`config.mk`:
```
export PLATFORM = sky130hd
export DESIGN_NAME = ofe_engine
export DESIGN_NICKNAME = d
export VERILOG_FILES = /design/src/rtl/ofe_pkg.sv /design/src/rtl/ofe_coef_bank.sv /design/src/rtl/ofe_mac.sv /design/src/rtl/ofe_chi.sv /design/src/rtl/ofe_delay.sv /design/src/rtl/ofe_engine.sv
export SDC_FILE = /design/constraint.sdc
export NUM_CORES = 2
export LEC_CHECK = 0
export BUFFER_PORTS_ARGS = -buffer_cell sky130_fd_sc_hd__buf_2
export CORE_MARGIN = 1
export CORE_UTILIZATION = 50
export DETAILED_ROUTE_END_ITERATION = 8
export PLACE_DENSITY = 0.71
export SYNTH_ARGS = -nofsm -noshare
export SYNTH_HDL_FRONTEND = slang
export SYNTH_HIERARCHICAL = 1
export SYNTH_SLANG_ARGS = --single-unit
```
`constraint.sdc`:
```
create_clock -name clk -period 48.6 [get_ports clk]
set_input_delay 9.72 -clock clk [delete_from_list [all_inputs] [get_ports clk]]
set_output_delay 9.72 -clock clk [all_outputs]
set_load 0.05 [all_outputs]
```
`src/rtl/ofe_pkg.sv`:
```
package ofe_pkg;
  localparam int NBANK = 3;
  typedef enum logic [1:0] {
    BANK_ENERGY = 2'd0,
    BANK_TIME   = 2'd1,
    BANK_SHAPE  = 2'd2,
    BANK_NONE   = 2'd3
  } ofe_bank_e;
endpackage

```
`src/rtl/ofe_coef_bank.sv`:
```
module ofe_coef_bank #(
  parameter int NSAMP = 7,
  parameter int CW    = 16,
  parameter int IDXW  = 3
) (
  input  logic                                          clk,
  input  logic                                          we,
  input  logic [1:0]                                    sel,
  input  logic [IDXW-1:0]                               addr,
  input  logic [CW-1:0]                                 wdata,
  output logic [ofe_pkg::NBANK-1:0][NSAMP-1:0][CW-1:0]  tab
);
  logic addr_ok;
  assign addr_ok = (int'(addr) < NSAMP);

  for (genvar b = 0; b < ofe_pkg::NBANK; b++) begin : g_bank
    logic [CW-1:0] mem [NSAMP];
    logic          hit;
    assign hit = we && addr_ok && (sel == 2'(b));

    always_ff @(posedge clk) begin
      if (hit) mem[addr] <= wdata;
    end

    for (genvar i = 0; i < NSAMP; i++) begin : g_rd
      assign tab[b][i] = mem[i];
    end
  end
endmodule

```
`src/rtl/ofe_mac.sv`:
```
module ofe_mac #(
  parameter int SW = 10,
  parameter int CW = 16,
  parameter int AW = 32
) (
  input  logic                 clk,
  input  logic                 en,
  input  logic                 first,
  input  logic [SW-1:0]        sample,
  input  logic [CW-1:0]        weight,
  output logic signed [AW-1:0] sum_next
);
  logic signed [CW-1:0]   xs;
  logic signed [CW-1:0]   ws;
  logic signed [2*CW-1:0] prod;
  logic signed [AW-1:0]   acc;

  assign xs       = $signed(CW'(sample));
  assign ws       = $signed(weight);
  assign prod     = xs * ws;
  assign sum_next = (first ? '0 : acc) + AW'(prod);

  always_ff @(posedge clk) begin
    if (en) acc <= sum_next;
  end
endmodule

```
`src/rtl/ofe_chi.sv`:
```
module ofe_chi #(
  parameter int NSAMP = 7,
  parameter int SW    = 10,
  parameter int CW    = 16,
  parameter int AW    = 32,
  parameter int FRAC  = 14,
  parameter int IDXW  = 3
) (
  input  logic                         clk,
  input  logic                         rst,
  input  logic                         wr_en,
  input  logic                         wr_bank,
  input  logic [IDXW-1:0]              wr_idx,
  input  logic [SW-1:0]                wr_data,
  input  logic                         start,
  input  logic                         start_bank,
  input  logic signed [AW-1:0]         start_e,
  input  logic signed [AW-1:0]         start_et,
  input  logic [NSAMP-1:0][CW-1:0]     g_tab,
  output logic                         done,
  output logic [AW-1:0]                done_e,
  output logic [AW-1:0]                done_et,
  output logic [AW-1:0]                done_chi
);
  localparam logic signed [AW-1:0] CMAX = AW'((1 << (CW-1)) - 1);
  localparam logic signed [AW-1:0] CMIN = -CMAX - 1;

  function automatic logic signed [CW-1:0] clamp_cw(input logic signed [AW-1:0] v);
    if (v > CMAX)      return CMAX[CW-1:0];
    else if (v < CMIN) return CMIN[CW-1:0];
    else               return v[CW-1:0];
  endfunction

  logic [SW-1:0]          sbuf [2][NSAMP];
  logic                   busy;
  logic                   bsel;
  logic [IDXW-1:0]        idx;
  logic signed [AW-1:0]   e_hold;
  logic signed [AW-1:0]   et_hold;
  logic [AW-1:0]          chiacc;

  logic signed [CW-1:0]   e16;
  logic signed [CW-1:0]   gv;
  logic signed [2*CW-1:0] fitp;
  logic signed [AW-1:0]   fit;
  logic [SW-1:0]          s_cur;
  logic signed [AW-1:0]   resid;
  logic signed [CW-1:0]   r16;
  logic signed [2*CW-1:0] sq;
  logic [AW:0]            chi_sum;
  logic [AW-1:0]          chi_next;

  always_ff @(posedge clk) begin
    if (wr_en) sbuf[wr_bank][wr_idx] <= wr_data;
  end

  assign e16      = clamp_cw(e_hold);
  assign gv       = $signed(g_tab[idx]);
  assign fitp     = e16 * gv;
  assign fit      = AW'(fitp) >>> FRAC;
  assign s_cur    = sbuf[bsel][idx];
  assign resid    = AW'($signed({1'b0, s_cur})) - fit;
  assign r16      = clamp_cw(resid);
  assign sq       = r16 * r16;
  assign chi_sum  = {1'b0, chiacc} + (AW+1)'($unsigned(sq));
  assign chi_next = chi_sum[AW] ? '1 : chi_sum[AW-1:0];

  always_ff @(posedge clk) begin
    if (rst) begin
      busy     <= 1'b0;
      bsel     <= 1'b0;
      idx      <= '0;
      e_hold   <= '0;
      et_hold  <= '0;
      chiacc   <= '0;
      done     <= 1'b0;
      done_e   <= '0;
      done_et  <= '0;
      done_chi <= '0;
    end else begin
      done <= 1'b0;
      if (busy) begin
        if (int'(idx) == NSAMP-1) begin
          done     <= 1'b1;
          done_e   <= e_hold;
          done_et  <= et_hold;
          done_chi <= chi_next;
          busy     <= 1'b0;
        end else begin
          chiacc <= chi_next;
          idx    <= idx + 1'b1;
        end
      end
      if (start) begin
        busy    <= 1'b1;
        idx     <= '0;
        chiacc  <= '0;
        bsel    <= start_bank;
        e_hold  <= start_e;
        et_hold <= start_et;
      end
    end
  end
endmodule

```
`src/rtl/ofe_delay.sv`:
```
module ofe_delay #(
  parameter int DEPTH = 9,
  parameter int W     = 96
) (
  input  logic         clk,
  input  logic         rst,
  input  logic         in_v,
  input  logic [W-1:0] in_d,
  output logic         out_v,
  output logic [W-1:0] out_d
);
  if (DEPTH == 0) begin : g_pass
    assign out_v = in_v;
    assign out_d = in_d;
  end else begin : g_pipe
    logic [DEPTH-1:0] vld;
    logic [W-1:0]     dat [DEPTH];

    always_ff @(posedge clk) begin
      if (rst) begin
        vld <= '0;
        for (int k = 0; k < DEPTH; k++) dat[k] <= '0;
      end else begin
        vld[0] <= in_v;
        if (in_v) dat[0] <= in_d;
        for (int k = 1; k < DEPTH; k++) begin
          vld[k] <= vld[k-1];
          if (vld[k-1]) dat[k] <= dat[k-1];
        end
      end
    end

    assign out_v = vld[DEPTH-1];
    assign out_d = dat[DEPTH-1];
  end
endmodule

```
`src/rtl/ofe_engine.sv`:
```
module ofe_engine #(
  parameter  int NSAMP = 7,
  parameter  int SW    = 10,
  parameter  int CW    = 16,
  parameter  int AW    = 32,
  parameter  int FRAC  = 14,
  parameter  int LAT   = 16,
  localparam int IDXW  = $clog2(NSAMP)
) (
  input  logic            clk,
  input  logic            rst,
  input  logic            cfg_we,
  input  logic [1:0]      cfg_sel,
  input  logic [IDXW-1:0] cfg_addr,
  input  logic [CW-1:0]   cfg_wdata,
  input  logic            smp_valid,
  input  logic [SW-1:0]   smp_data,
  output logic            res_valid,
  output logic [AW-1:0]   res_energy,
  output logic [AW-1:0]   res_etime,
  output logic [AW-1:0]   res_chi2
);
  localparam int DLY  = LAT - NSAMP;
  localparam int RECW = 3 * AW;

  logic [ofe_pkg::NBANK-1:0][NSAMP-1:0][CW-1:0] tab;
  logic [IDXW-1:0]      cnt;
  logic                 wbank;
  logic                 smp_last;
  logic                 start;
  logic signed [AW-1:0] wsum [2];
  logic signed [AW-1:0] e_scaled;
  logic signed [AW-1:0] et_scaled;
  logic                 done;
  logic [AW-1:0]        done_e;
  logic [AW-1:0]        done_et;
  logic [AW-1:0]        done_chi;
  logic [RECW-1:0]      rec_out;

  assign smp_last = (int'(cnt) == NSAMP-1);
  assign start    = smp_valid && smp_last;

  always_ff @(posedge clk) begin
    if (rst) begin
      cnt   <= '0;
      wbank <= 1'b0;
    end else if (smp_valid) begin
      if (smp_last) begin
        cnt   <= '0;
        wbank <= ~wbank;
      end else begin
        cnt <= cnt + 1'b1;
      end
    end
  end

  ofe_coef_bank #(.NSAMP(NSAMP), .CW(CW), .IDXW(IDXW)) u_coef (
    .clk   (clk),
    .we    (cfg_we),
    .sel   (cfg_sel),
    .addr  (cfg_addr),
    .wdata (cfg_wdata),
    .tab   (tab)
  );

  for (genvar w = 0; w < 2; w++) begin : g_mac
    ofe_mac #(.SW(SW), .CW(CW), .AW(AW)) u_mac (
      .clk      (clk),
      .en       (smp_valid),
      .first    (cnt == '0),
      .sample   (smp_data),
      .weight   (tab[w][cnt]),
      .sum_next (wsum[w])
    );
  end

  assign e_scaled  = wsum[0] >>> FRAC;
  assign et_scaled = wsum[1] >>> FRAC;

  ofe_chi #(.NSAMP(NSAMP), .SW(SW), .CW(CW), .AW(AW), .FRAC(FRAC), .IDXW(IDXW)) u_chi (
    .clk        (clk),
    .rst        (rst),
    .wr_en      (smp_valid),
    .wr_bank    (wbank),
    .wr_idx     (cnt),
    .wr_data    (smp_data),
    .start      (start),
    .start_bank (wbank),
    .start_e    (e_scaled),
    .start_et   (et_scaled),
    .g_tab      (tab[2]),
    .done       (done),
    .done_e     (done_e),
    .done_et    (done_et),
    .done_chi   (done_chi)
  );

  ofe_delay #(.DEPTH(DLY), .W(RECW)) u_dly (
    .clk   (clk),
    .rst   (rst),
    .in_v  (done),
    .in_d  ({done_e, done_et, done_chi}),
    .out_v (res_valid),
    .out_d (rec_out)
  );

  assign res_energy = rec_out[3*AW-1:2*AW];
  assign res_etime  = rec_out[2*AW-1:AW];
  assign res_chi2   = rec_out[AW-1:0];
endmodule

```
=== After elaboration in Yosys (flattened, before gate mapping) ===
Memory sizes are Yosys's and may differ from the RTL's. A register that Yosys moved wholly into a read port is not among the register bits.
Cells that the tools add are included.

* Output and inout bits: 97
* Register bits: 219
* Word-level logic and storage cells: 142
* Memory bits (writable): 1340
* Memories: 5
* Input bits: 35

* Bitwise gates (word level): 14
* Multiplexer cells: 71
* Add/subtract/negate cells: 6
* Eq/ne operators: 4
* Reduce and logical (&&, ||, !) cells: 13
* $lt $le $gt $ge: 10
* $mul: 4

{| class="wikitable"
|+ Memories
! memory !! depth !! width !! read ports !! clocked after memory_dff !! wr ports !! line !! RTL
|-
| u_dly.g_pipe.dat || 9 || 96 || 9 || 0 || 9 || ofe_delay.sv:17 || <nowiki>logic [W-1:0] dat [DEPTH];</nowiki>
|-
| u_chi.sbuf || 2 || 70 || 1 || 1 || 1 || ofe_chi.sv:34 || <nowiki>logic [SW-1:0] sbuf [2][NSAMP];</nowiki>
|-
| u_coef.g_bank[0].mem || 7 || 16 || 7 || 0 || 1 || ofe_coef_bank.sv:17 || <nowiki>logic [CW-1:0] mem [NSAMP];</nowiki>
|-
| u_coef.g_bank[1].mem || 7 || 16 || 7 || 0 || 1 || ofe_coef_bank.sv:17 ||
|-
| u_coef.g_bank[2].mem || 7 || 16 || 7 || 0 || 1 || ofe_coef_bank.sv:17 ||
|}

{| class="wikitable"
|+ Operator list
! cell !! number
|-
| $mux 96 || 9
|-
| $bmux 16 s3 || 3
|-
| $mux 16 || 7
|-
| $mux 32 || 3
|-
| $mux 70 || 1
|-
| $add 32x32->32 || 2
|-
| $mul 16x16->32 || 2
|-
| $mul 11x16->27 || 2
|-
| $mux 1 || 42
|-
| $add 32x32->33 || 1
|-
| $gt 32x16->1 const B || 1
|-
| $lt 32x16->1 const B || 1
|-
| $bmux 10 s3 || 1
|-
| $demux 10 s3 || 1
|-
| $mux 10 || 3
|-
| $sub 11x18->19 || 1
|-
| $gt 18x16->1 const B || 1
|-
| $lt 18x16->1 const B || 1
|-
| $or 1x1->1 || 9
|-
| $ge 4x4->1 const B || 2
|-
| $lt 3x4->1 const B || 2
|-
| $not 3->4 || 2
|-
| $add 3x1->3 const B || 2
|-
| $eq 3x2->1 const B || 2
|-
| 11 further kinds || 21
|}

=== Longest topological paths before layout ===
* Word-level depth: 11
* Mapped depth: 80
* Depth with buffers taken out: 72

=== Cells and area by module ===
The synthesis kept the hierarchy.

{| class="wikitable"
|+ By module, submodules not included
! module !! times used !! sequential area each (µm²) !! cells each !! area each (µm²)
|-
| ofe_delay || 1 || 26125.1 || 3103 || 45354.7
|-
| ofe_chi || 1 || 8187.9 || 3578 || 34234.1
|-
| ofe_coef_bank || 1 || 10089.7 || 368 || 10259.8
|-
| ofe_mac at g_mac[1].u_mac || 1 || 960.9 || 1012 || 9083.7
|-
| ofe_mac at g_mac[0].u_mac || 1 || 960.9 || 985 || 8911.0
|-
| ofe_engine || 1 || 80.1 || 279 || 2207.1
|}

=== Least setup slack after synthesis ===
OpenSTA, ideal clock, no wires.

* Path type: register to register
* From: reg u_chi.idx[1]
* To: reg u_chi.done_chi[30]
* Setup slack: 31239 ps
* Arrival: 17224 ps
* Data required time: 48463 ps
* Cell stages (with the launch flop): 74
* Period minus slack after synthesis: 17361 ps
* Library setup time: 137 ps
* Path buffers: 7
* Path through: dfxtp_1 > buf_2 > buf_1 > clkbuf_1 > mux4_2 > o21ai_1 > clkbuf_1 > nor2_1 > fa_1 > inv_1 > fa_1 > fa_1 > inv_1 > fa_1 > fa_1 > inv_1 > fa_1 > inv_1 > [38 not listed] > a21oi_1 > o41ai_1 > o21a_1 > nor2_1 > xnor2_1 > ha_1 > nor2b_1 > o21ai_0 > nand2b_1 > a211oi_1 > nor2_1 > a21oi_1 > o2111ai_1 > nand2_1 > o21ai_0 > clkbuf_1 > a2111oi_0 > a21oi_1

* Longest elaborated chain between the ends: 11
* Elaborated cells on any way between the ends: 17
* Classes of those cells: add/sub (2); mul (2); order compare (2); eq/ne (1); mux (8); bitwise (1); reduce/logical (1)

{| class="wikitable"
|+ RTL lines
! what !! line !! RTL
|-
| from (decl) || ofe_chi.sv:37 || <nowiki>logic [IDXW-1:0] idx;</nowiki>
|-
| from (signal assigned) || ofe_chi.sv:91 || <nowiki>idx <= idx + 1'b1;</nowiki>
|-
| parallel branches: the longest is 11 deep, another holds $add 32x32->33 || -- ||
|-
| to (signal assigned) || ofe_chi.sv:87 || <nowiki>done_chi <= chi_next;</nowiki>
|-
| to (decl) || ofe_chi.sv:23 || <nowiki>output logic [AW-1:0] done_chi</nowiki>
|}

Several ways; the timed one is not identified. The select of a mux whose other input is x is not followed.
A chain may end at the register's enable or synchronous reset.

=== Worst setup path after layout ===
* From: reg u_chi.idx[0]
* To: reg u_chi.done_chi[30]

The elaborated chain is that of the path after synthesis.

==> impl_summary.txt <==
----------------------------------------------------
[CTS]
  Root buffer cell ... sky130_fd_sc_hd__clkbuf_16
  Total of hold buffers inserted after clock tree synthesis ... 0
  CTS max path bufs ... 3
  Clk slew on worst S/H paths ... ~60 ps
  Number of clock sinks ... ~1.6k
  Setup bufs post-CTS ... 0
  H-Tree Level Count ... 4
  Number of gates resized after CTS ... 0
  Latest clock arrival within the worst-skew pair ... between 800 and 900 ps
  Clock buffer count from CTS ... ~170
  Clock tree from TritonCTS ... built

[Timing]
  Total Negative Setup Slacks ... 0 ps
  Tightest Pin Transition ... 1356 ps
  Period utilization ... 0.4178
  Setup repair after global routing missed its margin ... no
  Setup-violating endpoint count in the final report ... 0
  Final critical delay including setup and external delays ... a little over 20000 ps
  Final count of pins violating max slew ... 0
  Maximum operating frequency ... 49.24 MHz
  Worst clock skew on the final layout ... 94.68 ps
  Slew Limit Headroom ... 0.09298
  Final Hold Fails ... 0

[Finish]
  Total number of nets in the final design ... just over 10k
  Commonest cells after routing, fill and taps aside ... 1908 x sky130_fd_sc_hd__inv_1, 1404 x sky130_fd_sc_hd__edfxtp_1, 792 x sky130_fd_sc_hd__fa_1
  Area taken by flip-flops and latches ... ~46000 sq um
  Most frequent standard cell in the layout excluding fill and tap cells ... sky130_fd_sc_hd__inv_1
  Multi-input combinational cell area ... approximately 52000 sq um
  Utilization after layout ... 0.5336
  Number of cells in the finished layout apart from fillers ... 12.04k
  Layout cell share with drive strength beyond 1 ... 0.1547
  Fill count ... about 18k
  Syn-to-layout area delta ... 5.715%

[Worst setup path]
  Kind of start point of the critical path ... register
  Crit path top cell by count ... sky130_fd_sc_hd__fa_1
  Arrival time of data at the critical path endpoint ... roughly 21000 ps
  Critical Path Slowest Stage Cell ... sky130_fd_sc_hd__a21oi_1
  Critical-path maximum fanout ... 66
  Depth of the worst register-to-register path ... 71
  Crit Path Category ... register to register
  Crit path largest cell delay ... about 910 ps
  Type of element capturing the critical path ... register
  Data required time at the worst endpoint ... between 40000 and 50000 ps

[Yosys]
  Adder-cell share of the synthesized area ... 0.1895
  Post-Syn Instances ... slightly above 9k
  Number of synthesized register bits ... around 1.6k
  Multiplexer fraction of the synthesized cell area ... 0.02682
  Dominant combinational cell family by area after synthesis ... adder cells
  Leading register cell type out of synthesis ... sky130_fd_sc_hd__edfxtp_1
  Fraction of the mapped netlist area in simple logic gates ... 0.06641
  EDFF count, synth ... between 1k and 1.5k
  Syn Nets ... between 10k and 15k
  Compound-gate portion of the synthesized area ... 0.1687
  Count of different cell masters after synthesis ... between 100 and 150
  Proportion of synthesized chip area in sequential cells ... 0.4217
  Combined area of all synthesized cells ... about 110000 sq um
  Synth warn ... 6
  Fraction of synthesized cell area in xor and xnor cells ... 0.01736
  Synth Area per Inst ... around 12 sq um
  Share of flip-flops with an asynchronous set or reset after synthesis ... 0

[Floorplan]
  Floorplan die width ... about 470 um
  Core region area ... about 220000 sq um
  Die area ... 222000 sq um
  Number of ports placed on the die boundary ... between 100 and 150
  Number of standard-cell rows in the floorplan ... between 150 and 200
  Vertical extent of the die ... approximately 470 um
  Initial standard-cell utilization of the core ... 0.5048

[Placement]
  # placed instances ... 11.72k
  Number of input and output port buffers inserted ... roughly 130
  Weighted congestion reported at the end of routability-driven placement ... between 0.9 and 1
  Placed wire-length estimate ... approximately 170 mm

[Route]
  Highest metal used ... met5
  Routed metal-1 wirelength ... roughly 110 mm
  Drt first-iter violations ... approximately 5.2k
  Detailed-routed wire length on met3 ... between 10 and 15 mm
  Post-Route WL ... roughly 240 mm
  Met2 wirelength from detailed routing ... about 110 mm
  Post-DRT Antenna Nets ... 0
  Mean number of vias per cell ... ~5.6
  Post-route DRC ... 0
  Detailed-routing iteration count for the pre-antenna-repair pass ... 6
  Number of vias in the routed layout ... between 60k and 70k
  Average wire per cell in the routed design ... between 20 and 25 um

[Run]
  Number of max-cap violations ... 0

[Global routing]
  GR Overflow Total ... 0
  Pin count of the biggest net entering global routing ... around 220
  Vias in the first global route ... 68.85k
  Number of antenna violations at the first check in global routing ... 5
  First-pass GRT wire length ... roughly 390 mm
  Overall fraction of global-route tracks in use ... 0.2181

[Hold path]
  Worst hold path type ... register to register
  Cell count of the worst hold path ... 2

[Status]
  Status ... finished clean

----------------------------------------------------
[worst max-delay path, delay by kind of cell, from the launching register on]
kind | cells | cell delay, ps
muxes | 1 | 410
adders and majority gates | 16 | 6980
buffers and inverters | 13 | 2290
AOI/OAI and AO/OA | 26 | 7120
and+or+nand+nor | 13 | 2450
DFF | 1 | 310
xor gates and xnor gates | 2 | 410
[cell usage after synthesis, types with 38 or more instances]
cell type / n / area [sq um]
sky130_fd_sc_hd__nor2b_1: 90 / 563.0
sky130_fd_sc_hd__and2_1: 196 / 1226
sky130_fd_sc_hd__mux2i_1: 206 / 2062
sky130_fd_sc_hd__buf_12: 84 / 1682
sky130_fd_sc_hd__nand2_1: 574 / 2155
sky130_fd_sc_hd__nor2_1: 411 / 1543
sky130_fd_sc_hd__or2_2: 46 / 287.8
sky130_fd_sc_hd__a31oi_1: 56 / 350.3
sky130_fd_sc_hd__inv_1: 1909 / 7166
sky130_fd_sc_hd__edfxtp_1: 1404 / 42160
sky130_fd_sc_hd__fa_1: 792 / 15860
sky130_fd_sc_hd__clkbuf_1: 307 / 1152
sky130_fd_sc_hd__a21o_1: 80 / 600.6
sky130_fd_sc_hd__nand3_1: 38 / 190.2
sky130_fd_sc_hd__nor3_1: 40 / 200.2
sky130_fd_sc_hd__dfxtp_1: 212 / 4244
sky130_fd_sc_hd__ha_1: 400 / 5005
sky130_fd_sc_hd__buf_4: 105 / 788.3
sky130_fd_sc_hd__a211oi_1: 75 / 563.0
sky130_fd_sc_hd__xor2_1: 61 / 534.3
sky130_fd_sc_hd__a311oi_2: 720 / 10810
sky130_fd_sc_hd__xnor2_1: 142 / 1244
sky130_fd_sc_hd__buf_2: 180 / 900.9
sky130_fd_sc_hd__a311oi_1: 145 / 1270
sky130_fd_sc_hd__a21oi_1: 329 / 1647
sky130_fd_sc_hd__o21ai_0: 151 / 755.7
sky130_fd_sc_hd__nand2b_1: 41 / 256.5
[kinds of logic (layout without fill, tap and decap cells)]
| logic type | Yosys count | count (layout) |
|---|---|---|
| mux | 249 | 249 |
| buf+inv | 2641 | 2496 |
| compound gates | 1860 | 1860 |
| other cells | 0 | 1 |
| flops | 1616 | 1616 |
| simple gates | 1557 | 1557 |
| fa+ha+maj | 1192 | 1192 |
| xor+xnor | 210 | 210 |
[area by class of cell]
type,count,share of cell area
clock inverters,72,0.007711
repair buffers,267,0.01570
diodes,1,0.00002151
inverters,1917,0.06190
flip-flops and latches,1616,0.3989
multi-input cells,5068,0.4450
well taps,2854,0.03069
clock buffers,240,0.04004
[flip-flops by register name, summed over array words and instances, names as in the netlist, 32 cells and up, named ones only]
signal             cells
g_mac.u_mac/acc       64
u_chi/chiacc          32
u_chi/done_chi        32
u_chi/done_e          32
u_chi/done_et         32
u_chi/e_hold          32
u_chi/et_hold         32
u_chi/sbuf           140
u_coef/g_bank.mem    336
u_dly/g_pipe.dat     864
[through the flow]
step                      instance area [sq um]  hold WS (ps)  worst slack [ps]
after detailed placement                 110800         446.1             28690
after floorplan                          110100         431.2             31240
after global placement                   110800         436.0             29120
after global routing                     116300         426.2             27060
final                                    116300         382.5             28290
after CTS                                116300         382.9             28530
[path summary, 6_finish.rpt]
| check | start | slack, ps | to |
|---|---|---|---|
| max | u_chi/idx[0] | 28290 | u_chi/done_chi[30] |
| min | u_chi/et_hold[15] | 380 | u_chi/done_et[15] |
| max reg2reg | u_chi/idx[0] | 28290 | u_chi/done_chi[30] |
| min reg2reg | u_chi/et_hold[15] | 380 | u_chi/done_et[15] |
[layer usage]
metal / track usage / vias to the layer above
li1: - / 31470
met1: 0.3083 / 34150
met2: 0.3530 / 1779
met3: 0.02777 / 311
met4: 0.06068 / 2
met5: 0 / -
Power is not shown: default switching activity piles up to over one toggle a cycle in this logic, so the estimate is an artifact.
